## config.mk

```make
export PLATFORM = sky130hd
export DESIGN_NAME = dual_bus_demux
export DESIGN_NICKNAME = d
export VERILOG_FILES = /design/src/rtl/dual_bus_demux.sv
export SDC_FILE = /design/constraint.sdc
export NUM_CORES = 1
export LEC_CHECK = 0
export BUFFER_PORTS_ARGS = -buffer_cell sky130_fd_sc_hd__buf_2
export CAP_MARGIN = 10
export CORE_AREA = 3 3 111 113
export CTS_BUF_LIST = sky130_fd_sc_hd__clkbuf_8
export DETAILED_ROUTE_END_ITERATION = 8
export DIE_AREA = 0 0 114 116
export PLACE_DENSITY = 0.71
export SETUP_SLACK_MARGIN = 0.5
export SYNTH_ARGS = -nofsm -noshare
export SYNTH_HDL_FRONTEND = slang
export SYNTH_SLANG_ARGS = --single-unit
```

## constraint.sdc

```tcl
create_clock -name clk -period 3.99 [get_ports clk]
set_input_delay 0.399 -clock clk [delete_from_list [all_inputs] [get_ports clk]]
set_output_delay 0.399 -clock clk [all_outputs]
set_load 0.01 [all_outputs]
```

## src/rtl/dual_bus_demux.sv

```systemverilog
module dual_bus_demux #(
  parameter int W    = 14,
  parameter int SYNC = 2
) (
  input  logic         clk,
  input  logic         rst,
  input  logic         mux_mode,
  input  logic         swap,
  input  logic         smp_clk,
  input  logic [W-1:0] bus_a_data,
  input  logic         bus_a_ovf,
  input  logic [W-1:0] bus_b_data,
  input  logic         bus_b_ovf,
  output logic [W-1:0] ch_a_data,
  output logic         ch_a_ovf,
  output logic [W-1:0] ch_b_data,
  output logic         ch_b_ovf,
  output logic         pair_valid
);
  localparam int FW = W + 1;

  logic [SYNC:0]   ck_sh;
  logic [FW-1:0]   sha [0:SYNC];
  logic [FW-1:0]   shb [0:SYNC];
  logic [FW-1:0]   hi_word;
  logic            have_hi;
  logic [FW-1:0]   out_a, out_b;
  logic            valid_q;

  logic            rise, fall, emit;
  logic [FW-1:0]   cur_a, cur_b, nxt_a, nxt_b;

  // bus words are delayed as far as the clock sync, so cur_* is the value before the edge
  assign rise  = ck_sh[SYNC-1] & ~ck_sh[SYNC];
  assign fall  = ~ck_sh[SYNC-1] & ck_sh[SYNC];
  assign cur_a = sha[SYNC];
  assign cur_b = shb[SYNC];
  assign emit  = rise & (~mux_mode | have_hi);

  assign nxt_a = mux_mode ? (swap ? cur_a : hi_word) : (swap ? cur_b : cur_a);
  assign nxt_b = mux_mode ? (swap ? hi_word : cur_a) : (swap ? cur_a : cur_b);

  always_ff @(posedge clk) begin
    if (rst) begin
      ck_sh   <= '0;
      for (int i = 0; i <= SYNC; i++) begin
        sha[i] <= '0;
        shb[i] <= '0;
      end
      hi_word <= '0;
      have_hi <= 1'b0;
      out_a   <= '0;
      out_b   <= '0;
      valid_q <= 1'b0;
    end else begin
      ck_sh  <= {ck_sh[SYNC-1:0], smp_clk};
      sha[0] <= {bus_a_ovf, bus_a_data};
      shb[0] <= {bus_b_ovf, bus_b_data};
      for (int i = 1; i <= SYNC; i++) begin
        sha[i] <= sha[i-1];
        shb[i] <= shb[i-1];
      end
      valid_q <= emit;
      if (emit) begin
        out_a <= nxt_a;
        out_b <= nxt_b;
      end
      if (fall) begin
        hi_word <= cur_a;
        have_hi <= 1'b1;
      end else if (rise) begin
        have_hi <= 1'b0;
      end
    end
  end

  assign ch_a_data  = out_a[W-1:0];
  assign ch_a_ovf   = out_a[W];
  assign ch_b_data  = out_b[W-1:0];
  assign ch_b_ovf   = out_b[W];
  assign pair_valid = valid_q;

  p_rst_clear_r1: assert property (@(posedge clk)
    rst |=> (!pair_valid && ch_a_data == '0 && ch_b_data == '0 && !ch_a_ovf && !ch_b_ovf));

  p_emit_after_rise_r2: assert property (@(posedge clk) disable iff (rst)
    pair_valid |-> ck_sh[SYNC]);

  p_pair_consumed_r4: assert property (@(posedge clk) disable iff (rst)
    (pair_valid && mux_mode) |-> !have_hi);

  p_single_pulse_r8: assert property (@(posedge clk) disable iff (rst)
    pair_valid |=> !pair_valid);

  p_hold_r8: assert property (@(posedge clk) disable iff (rst)
    !pair_valid |-> $stable({ch_a_ovf, ch_a_data, ch_b_ovf, ch_b_data}));
endmodule

```

## Yosys cells after proc, flatten, opt, wreduce, memory -nomap -nowiden

Memory sizes are Yosys's and may differ from the RTL's.
Index checks and enable logic that the tools add are counted.
Widths: inputs -> output; s select.

- Register bits after elaboration: 50
- Bits in latches: 0
- Bits in writable memories: 90
- ROM bits: 0
- Input port bits: 35
- Output and inout bits: 31
- Word-level logic and storage cells: 39
- Memories: 2

Memory list:

| name | words | bits a word | read ports | clocked after memory_dff | write ports | line | RTL |
|---|---|---|---|---|---|---|---|
| sha | 3 | 15 | 3 | 0 | 3 | 23 | `logic [FW-1:0] sha [0:SYNC];` |
| shb | 3 | 15 | 3 | 0 | 3 | 24 | `logic [FW-1:0] shb [0:SYNC];` |

- Add/subtract/negate cells: 0
- Multipliers: 0
- Divide/modulo/power cells: 0
- Order comparisons: 0
- Eq/ne operators: 0
- Shift-type cells: 0
- Mux-type cells: 17
- Bitwise gates (word level): 13
- Reduce and logical (&&, ||, !) cells: 1

Operators with widths:

| kind | count |
|---|---|
| $mux 15 | 12 |
| $or 1x1->1 | 7 |
| $mux 1 | 5 |
| $and 1x1->1 | 3 |
| $not 1->1 | 3 |
| $reduce_bool 2->1 | 1 |

## Logic depth before layout (Yosys ltp)

Gate-level depths: netlist of the first run.

- Depth in word-level cells: 4
- Depth in mapped cells: 6
- Depth with buffers taken out: 5

## Worst setup path before layout of the first run

No wires, ideal clock.

- Path kind: register to register
- From: register ck_sh[1]
- To: register hi_word[0]
- Library setup time: 0.128 ns
- Data arrival time: 1.348 ns
- Data required time: 3.862 ns
- Path slack: 2.515 ns
- Stages on the path, launching flop included: 7
- Path buffers: 2
- Clock period less this slack: 1.475 ns
- Cells stage by stage: dfxtp_1 > inv_1 > ha_1 > clkbuf_1 > buf_2 > mux2i_1 > nor2_1

- Word-level cells in the longest chain between the ends: 2

Ends and longest elaborated chain:

| item | line | RTL |
|---|---|---|
| start: declaration | 22 | `logic [SYNC:0] ck_sh;` |
| start signal: assignment | 56 | `ck_sh <= {ck_sh[SYNC-1:0], smp_clk};` |
| $not 1->1 | 35 | `assign fall = ~ck_sh[SYNC-1] & ck_sh[SYNC];` |
| $and 1x1->1 | 35 |  |
| named net fall | 30 | `logic rise, fall, emit;` |
| end signal: assignment | 69 | `hi_word <= cur_a;` |
| end: declaration | 25 | `logic [FW-1:0] hi_word;` |

The timed path passes the listed nets, and every way through them passes these cells.
A chain may end at the register's enable or synchronous reset.

## Worst setup path in the final report of the first run

- From: register have_hi
- To: register out_b[14]

- Word-level cells in the longest chain between the ends: 2

Ends and longest elaborated chain:

| item | line | RTL |
|---|---|---|
| start: declaration | 26 | `logic have_hi;` |
| start signal: assignment | 51 | `have_hi <= 1'b0;` |
| start signal: assignment | 70 | `have_hi <= 1'b1;` |
| start signal: assignment | 72 | `have_hi <= 1'b0;` |
| $or 1x1->1 | 38 | `assign emit = rise & (~mux_mode \| have_hi);` |
| $and 1x1->1 | 38 |  |
| end signal: assignment | 66 | `out_b <= nxt_b;` |
| end: declaration | 27 | `logic [FW-1:0] out_a, out_b;` |

No other way between the ends.

==> results.md, run 1 <==
- HP Start: smp_clk
- CTS root buf: clkbuf_8
- DR DRC count: 0
- Netlist cell types: 18
- Sequential area share after synthesis: 54.71%
- Die X: 114 um
- Site row count: 39
- CP startpoint: have_hi
- Antenna diode count: 0
- First-pass GRT wire length: approximately 15 mm
- Worst Path Arrival: roughly 2.7 ns
- Synth warnings: 0
- Crit. End Element: flop
- Final Hold Viols: 0
- Syn nets: 517
- Largest net degree at the start of global routing: 115
- Post-Layout Cell Count: a little under 700
- Worst slew pin tran: 1.190 ns
- Power Density: just under 500 mW/mm2
- CTS Sinks: 140
- Clock Tree Buf Depth: 2
- Worst-path clk slew: approximately 0.080 ns
- CP required: 4.23 ns
- Vias per cell: 4.905
- Most common cell after layout, fill and taps aside: dfxtp_1
- Critical Path Source Type: flop
- H-tree depth: 4
- Pleak: 2.367 nW
- Layout cells sized above 1: 23.29%
- Worst setup path endpoint: out_b[14]
- Clock Skew: 0.008929 ns
- Final setup viols: 0
- Critical path peak fanout: 31
- Worst r2r dst: out_b[14]
- Antenna-violating nets left: 0
- CTS Buf Count: 17
- Drt pass-1 iters: 5
- I/O pins: 66
- Reg2Reg Depth: 3
- Core area: 0.01142 mm2
- Setup bufs post-CTS: 0
- Cts hold-fix bufs: 0
- Number of port buffers: 65
- Flops & latches, synth: 140
- Commonest non-fill, non-tap cells in the layout: 140 x dfxtp_1, 122 x nor2b_1, 64 x buf_2
- Final period utilization: 60.47%
- Placed Instances: 652
- Post-cts gate resize count: 0
- # nets final: about 570
- RSZ-0062 raised after global routing: false
- Max Fclk: 0.4144 GHz
- Run status: complete, no violations
- Overflow after GRT: 0
- Setup slack, reg-to-reg: about 1.6 ns
- Syn Area/Cell: between 10 and 15 um2
- Area grow syn2layout: 14.73%
- Tmin final: 2.413 ns
- Number of global-route vias before repair: 3129
- Tot GR Track Use: 14.41%
- Mapped cell area: 0.005122 mm2
- Post-Route WL: 9.197 mm
- Gate Count Post-Synth: 480
- R2R Path Start: have_hi
- Die area: about 0.013 mm2
- Initial Util: 44.86%
- Post-DP HPWL: between 5 and 6 mm
- DR WL/cell: about 13 um
- CTS tree: done
- Hold Crit Class: input pin to flop
- Via count: approximately 3400
- Power Total: 0.002829 W
- Die Span Y: 116 um
- Setup TNS: 0 ns
- Latest clock arrival within the worst-skew pair: about 0.43 ns
- RePlAce Congestion: slightly above 0.8
- Initial antenna violation count: 0
- First DRT Iteration DRCs: 161
- Max VDD drop: approximately 0.00026 V
- Post-layout util: 51.47%
- Max transition margin: 20.69%
- Critical path class: flop to flop
- Max-cap violations: 0
- Slew Viols, Final: 0
[area by class of cell]
| cell class | instances | area [um2] |
|---|---|---|
| sequential | 140 | 2803 |
| inverter | 35 | 131.4 |
| clock inverter | 15 | 197.7 |
| multi-input combinational | 266 | 1982 |
| clock buffer | 17 | 234.0 |
| timing repair buffer | 68 | 350.3 |
| tap | 143 | 178.9 |
| fill | 1053 | 5542 |
[flip-flops by register name, summed over array words and instances (netlist names)]
name,cells
pair_valid,1
hi_word,15
shb,45
out_a,15
sha,45
ck_sh,3
have_hi,1
out_b,15
[per-stage QoR]
| stage | hold slack (ns) | instance area, um2 | setup WS, ns |
|---|---|---|---|
| global placement | 0.4210 | 5445 | 1.547 |
| global route | 0.1475 | 5877 | 1.400 |
| floorplan | 0.4138 | 5122 | 2.515 |
| detailed placement | 0.4220 | 5445 | 1.491 |
| finish | 0.1802 | 5877 | 1.577 |
| CTS | 0.1470 | 5877 | 1.579 |
[how the worst min path moves through the flow]
stage | end | slack, ns | cells past startpoint
finish | ck_sh[0] | 0.18 | 2
global route | shb[0][12] | 0.15 | 2
CTS | shb[0][2] | 0.15 | 2
detailed placement | sha[0][32] | 0.42 | 1
global placement | sha[0][44] | 0.42 | 1
floorplan | ck_sh[1] | 0.41 | 1
[Yosys cell counts]
cell      instances  area (um2)
a221oi_1         35       306.5
buf_2             9       45.04
o21ai_1           6       30.03
clkbuf_1         22       82.58
a221oi_2         25       375.4
xnor2_2           1       16.27
inv_1            35       131.4
o21ai_0          24       120.1
xor2_2            1       16.27
ha_1              2       25.02
dfxtp_1         140        2803
mux2i_1          16       160.2
nor2_1           18       67.56
and2_1           15       93.84
buf_6             5       56.30
a21o_1            1       7.510
nor2b_1         122       763.2
buf_4             3       22.52
[logic make-up after synthesis]
kind of cell	Yosys count	share of synthesized area [%]
and+or+nand+nor	155	18.05
DFF	140	54.71
AOI/OAI and AO/OA	91	16.39
buffers and inverters	74	6.595
muxes	16	3.126
xor gates and xnor gates	2	0.6352
adders and majority gates	2	0.4884
[worst max-delay path: stages (launching register included)]
cell and delay [ns]:
dfxtp_1 0.32, inv_1 0.65, a21o_1 1.01, a221oi_1 0.25
[routing by layer]
metal  vias to the layer above  wire length, um  GRT usage (%)
met5                         -                0              0
met4                         0              258          7.997
met3                        22              737          4.595
met2                       137             4007          20.61
met1                      1482             4193          19.31
li1                       1714                -              -
[power breakdown]
part	total (W)	internal, W	switching, W	leakage [nW]
Clock	0.00120	0.000681	0.000517	0.218
Sequential	0.00146	0.00145	0.0000173	1.15
Combinational	0.000168	0.0000672	0.000101	1.00
Total	0.00283	0.00219	0.000635	2.37
Power figures use the tool's default switching activity.
==> run 2, diff against run 1 <==
PLACE_DENSITY = 0.73   (was 0.71)
clock period = 1.95 ns   (was 3.99 ns; I/O delays follow)
==> results.md, run 2 (synthesis gave the netlist of run 1 again) <==
- Run status: complete, no violations
- Int Power: 0.004736 W
- Crit path cell chain: buf_2 -> buf_4 -> inv_1 -> a221oi_1 -> a221oi_2
- Worst-path clk slew: 0.07 ns
- Antenna-violating nets left: 0
- Vias per cell: 4.934
- Critical path class: input pin to flop
- Tot GR Track Use: 15.52%
- WHS Path Cells: 2
- RePlAce Congestion: around 0.81
- Max-cap violations: 0
- CTS Buf Count: 17
- H-tree depth: 4
- Hold Crit Class: input pin to flop
- RSZ-0062 raised after global routing: true
- Number of global-route vias before repair: 3460
- Post-Layout Cell Count: around 730
- Critical Path Source Type: input pin
- Slowest stage cell, crit path: a221oi_1
- Layout cells sized above 1: 24.05%
- Family with the most delay on the worst path: buffers and inverters
- Sw frac: 21.21%
- Final period utilization: between 70% and 80%
- # nets final: 607
- Max Fclk: just over 0.7 GHz
- Area grow syn2layout: 24.82%
- DR WL/cell: roughly 14 um
- P_sw: ~0.0013 W
- Post-DP HPWL: 6.320 mm
- Crit. End Element: flop
- WHS: 0.03451 ns
- Max VDD drop: 0.0005110 V
- Setup TNS: 0 ns
- Final Hold Viols: 0
- Worst slew pin tran: 0.7612 ns
- Slowest stage delay, CP: 0.47 ns
- Seq pwr share: 49.8%
- Antenna diode count: 0
- CTS Sinks: 140
- Worst Path Arrival: approximately 1.7 ns
- Number of port buffers: 65
- Layout fillers: 993
- First-pass GRT wire length: 16.26 mm
- Power Density: 940.0 mW/mm2
- Overflow after GRT: 0
- Largest net degree at the start of global routing: 50
- DR DRC count: 0
- Clock Skew: 0.009591 ns
- Tmin final: 1.387 ns
- Die area: approximately 0.013 mm2
- Initial antenna violation count: 0
- I/O pins: 66
- Final setup viols: 0
- Commonest non-fill, non-tap cells in the layout: 140 x dfxtp_1, 122 x nor2b_1, 64 x buf_2
- Most common cell after layout, fill and taps aside: dfxtp_1
- Slew Viols, Final: 0
- Initial Util: 44.86%
- Clk pwr share: a little over two fifths
- Pleak: ~2.6 nW
- Die Span Y: roughly 120 um
- Placed Instances: 662
- CP Depth: 5
- Drt pass-1 iters: 5
- Post-Route WL: 9.885 mm
- CTS tree: done
- Critical path peak fanout: 25
- Via count: between 3000 and 4000
- Latest clock arrival within the worst-skew pair: around 0.42 ns
- First DRT Iteration DRCs: 168
- Reg2Reg Depth: 6
- Max transition margin: 49.20%
- Top flop regs: sha x45, shb x45
- Core area: 0.01142 mm2
- Die X: 114 um
- Clock Tree Buf Depth: 2
- Combinational group share of total power: 7.1%
- Buf/Inv on CP: 3
- CTS root buf: clkbuf_8
- CP required: 2.25 ns
- Site row count: 39
==> run 2: cell types whose count changed in the layout (fill, tap and decap cells not counted), moves of 2 or more <==
| cell | delta |
|---|---|
| inv_6 | -2 |
| buf_12 | +5 |
| a221oi_1 | -2 |
| a221oi_2 | +2 |
| buf_4 | +7 |
| clkbuf_8 | +2 |
| dlygate4sd3_1 | +30 |
==> run 2: through the flow <==
| stage | total power, W | setup WS, ns | area, um2 | utilization (%) |
|---|---|---|---|---|
| 6_report | 0.006010 | 0.5631 | 6394 | 55.99 |
| 5_1_grt | 0.006241 | 0.4541 | 6394 | 55.99 |
| 3_3_place_gp | 0.003419 | 0.1927 | 5558 | 48.67 |
| 4_1_cts | 0.006036 | 0.5320 | 6315 | 55.30 |
| 2_1_floorplan | 0.003313 | 0.5417 | 5125 | - |
| 3_5_place_dp | 0.003428 | 0.1088 | 5558 | 48.67 |
==> run 2: layout make-up <==
class / count / area (um2) / share of cell area, %
flip-flops and latches: 140 / 2803 / 43.84
well taps: 143 / 178.9 / 2.798
clock inverters: 12 / 195.2 / 3.053
repair buffers: 110 / 803.3 / 12.56
multi-input cells: 266 / 2017 / 31.55
inverters: 35 / 135.1 / 2.114
clock buffers: 19 / 261.5 / 4.090
==> run 2: metal layers <==
metal	vias to the layer above	part of all wire [%]	GRT usage (%)
li1	1794	-	-
met1	1645	45	18.91
met2	120	46	25.10
met3	18	6.8	5.640
met4	0	2.0	6.176
met5	-	0	0
==> run 2: worst register-to-register path, cell delays in order, from the launching register on <==
cell and delay, ns:
dfxtp_1 0.32, inv_1 0.05, ha_1 0.13, inv_1 0.09, a21o_1 0.20, buf_12 0.18, a221oi_1 0.31
==> run 2: final timing paths <==
path | start | end | slack [ns]
max | swap | out_b[2] | 0.56
min | smp_clk | ck_sh[0] | 0.03
max reg2reg | ck_sh[2] | out_a[14] | 0.58
min reg2reg | sha[0][7] | sha[0][22] | 0.44
==> run 2: power groups by stage <==
stage               Sequential [W]  Combinational (W)  Clock [W]
floorplan                  0.00306           0.000255          0
global placement           0.00306           0.000361          0
detailed placement         0.00306           0.000368          0
CTS                        0.00299           0.000414    0.00263
global route               0.00300           0.000470    0.00277
finish                     0.00299           0.000427    0.00259
==> run 2: repair_timing <==
item,4_1_cts,5_1_grt
hold buffers,30,0
gates resized for setup,0,8
buffers inserted,0,2
endpoints found under the setup margin,0,19
hold endpoints to repair,30,0
==> run 3, diff against run 2 <==
PLACE_DENSITY = 0.71   (was 0.73)
clock period = 1.32 ns   (was 1.95 ns; I/O delays follow)
==> results.md, run 3 (synthesis gave the netlist of run 1 again) <==
- Die X: 114 um
- CTS Sinks: 140
- P_sw: 0.002018 W
- Worst r2r dst: out_a[3]
- Slowest stage delay, CP: 0.33 ns
- Number of global-route vias before repair: 3524
- DR DRC count: 0
- Combinational group share of total power: between 9 and 10%
- RSZ-0062 raised after global routing: true
- CP required: 1.66 ns
- Crit. End Element: flop
- Site row count: 39
- Post-layout util: 61.12%
- Post-Route WL: around 11 mm
- First-pass GRT wire length: 17.13 mm
- WHS: 0.1418 ns
- Vias per cell: 4.811
- Layout cells sized above 1: 36.87%
- CTS Buf Count: 17
- Latest clock arrival within the worst-skew pair: 0.43 ns
- Tot GR Track Use: 16.44%
- Area grow syn2layout: 36.25%
- Worst-path clk slew: 0.08 ns
- R2R Path Start: ck_sh[2]
- Max VDD drop: 0.0006588 V
- Final Hold Viols: 0
- Pleak: 2.747 nW
- Slew Viols, Final: 0
- CP startpoint: ck_sh[2]
- Largest net degree at the start of global routing: 43
- Die area: around 0.013 mm2
- Buf/Inv on CP: 3
- Number of port buffers: 65
- Drt pass-1 iters: 4
- CP Depth: 6
- Slowest stage cell, crit path: dfxtp_2
- Max Fclk: approximately 0.76 GHz
- Top flop regs: sha x45, shb x45
- Die Span Y: 116 um
- Post-DP HPWL: 6.537 mm
- Power Density: 1223 mW/mm2
- Most common cell after layout, fill and taps aside: nor2b_1
- Commonest non-fill, non-tap cells in the layout: 122 x nor2b_1, 108 x dfxtp_1, 54 x a221oi_2
- Hold Crit Class: input pin to flop
- Overflow after GRT: 0
- Worst Path Arrival: approximately 1.7 ns
- Int Power: 0.006521 W
- Post-Layout Cell Count: about 740
- I/O pins: 66
- Critical path peak fanout: 9
- Seq pwr share: 52.0%
- Family with the most delay on the worst path: compound AO/OA/AOI/OAI gates
- DR WL/cell: 14.38 um
- H-tree depth: 4
- Worst setup margin: 0.009582 ns
- Clock Skew: 0.007397 ns
- Final setup viols: 0
- Crit path cell chain: inv_2 -> ha_4 -> inv_4 -> a21o_4 -> clkbuf_16 -> a221oi_2
- Worst slew pin tran: approximately 0.71 ns
- Max transition margin: 52.85%
- Post-DP Area: 0.005832 mm2
- Antenna-violating nets left: 0
- Post-Layout Inst Area: around 0.007 mm2
- Initial Util: 44.86%
- Worst setup path endpoint: out_a[3]
- CTS tree: done
- Setup slack, reg-to-reg: 0.01 ns
- Tmin final: approximately 1.3 ns
- # nets final: 618
- Sw frac: 23.63%
- Dpl ws: -0.4404 ns
- RePlAce Congestion: approximately 0.8
- Final period utilization: approximately 100%
- Max-cap violations: 0
- First DRT Iteration DRCs: 91
- Critical path class: flop to flop
- Run status: complete, no violations
- CTS root buf: clkbuf_8
- Placed Instances: 667
- Via count: 3546
- Core area: ~0.011 mm2
- Clk pwr share: 38.8%
- Critical Path Source Type: flop
- Reg2Reg Depth: 6
- Clock Tree Buf Depth: 2
- Antenna diode count: 0
- Initial antenna violation count: 0
-- run 3: changes by cell type in the layout (fill, tap and decap cells not counted), moves of 3 or more --
cell | before | now
buf_6 | 0 | 33
buf_2 | 64 | 34
dfxtp_1 | 140 | 108
bufinv_16 | 5 | 2
dfxtp_2 | 0 | 32
buf_12 | 5 | 8
a221oi_2 | 27 | 54
a221oi_1 | 33 | 2
a221oi_4 | 0 | 4
-- run 3: routing by layer --
metal	wire length (um)	global-route usage, %	part of all wire (%)	vias up
met5	0	0	0	-
li1	-	-	-	1820
met2	5108	26.15	48	75
met3	405	4.230	3.8	16
met1	4905	21.21	46	1635
met4	176	7.205	1.7	0
-- run 3: final cells by class --
class / instances / area, um2
repair buffers: 121 / 1160
clock buffers: 19 / 261.5
flip-flops and latches: 140 / 2843
clock inverters: 13 / 127.6
fillers: 928 / 4439
well taps: 143 / 178.9
multi-input cells: 266 / 2275
inverters: 35 / 133.9
-- run 3: power by group through the flow --
| stage | Combinational, W | Clock, W | Sequential [W] |
|---|---|---|---|
| after floorplan | 0.000431 | 0 | 0.00452 |
| after CTS | 0.000750 | 0.00338 | 0.00444 |
| final | 0.000787 | 0.00331 | 0.00444 |
| after detailed placement | 0.000631 | 0 | 0.00452 |
| after global placement | 0.000621 | 0 | 0.00452 |
| after global routing | 0.000857 | 0.00358 | 0.00445 |
-- run 3: metrics by stage --
step                TNS (ns)  total power (W)
finish                     0         0.008539
CTS                        0         0.008568
global placement      -6.119         0.005139
floorplan                  0         0.004951
global route         -0.2139         0.008886
detailed placement    -6.846         0.005153
-- run 3: repair_timing --
item	4_1_cts	5_1_grt
endpoints found under the setup margin	78	78
gates cloned	0	2
pin swaps	1	1
hold buffers	31	0
setup buffers	2	3
endpoints found under the hold margin	31	0
resized for setup	66	14
-- run 3: worst min-delay path by stage --
stage                     startpoint    endpoint  slack (ns)  depth (start not counted)
after global placement     bus_a_ovf  sha[0][14]        0.34                          2
final                            rst  shb[0][18]        0.14                          2
after floorplan              smp_clk    ck_sh[0]        0.26                          1
after global routing             rst  sha[0][34]        0.13                          2
after CTS                        rst  hi_word[4]         0.1                          2
after detailed placement   bus_b_ovf  shb[0][14]        0.35                          2
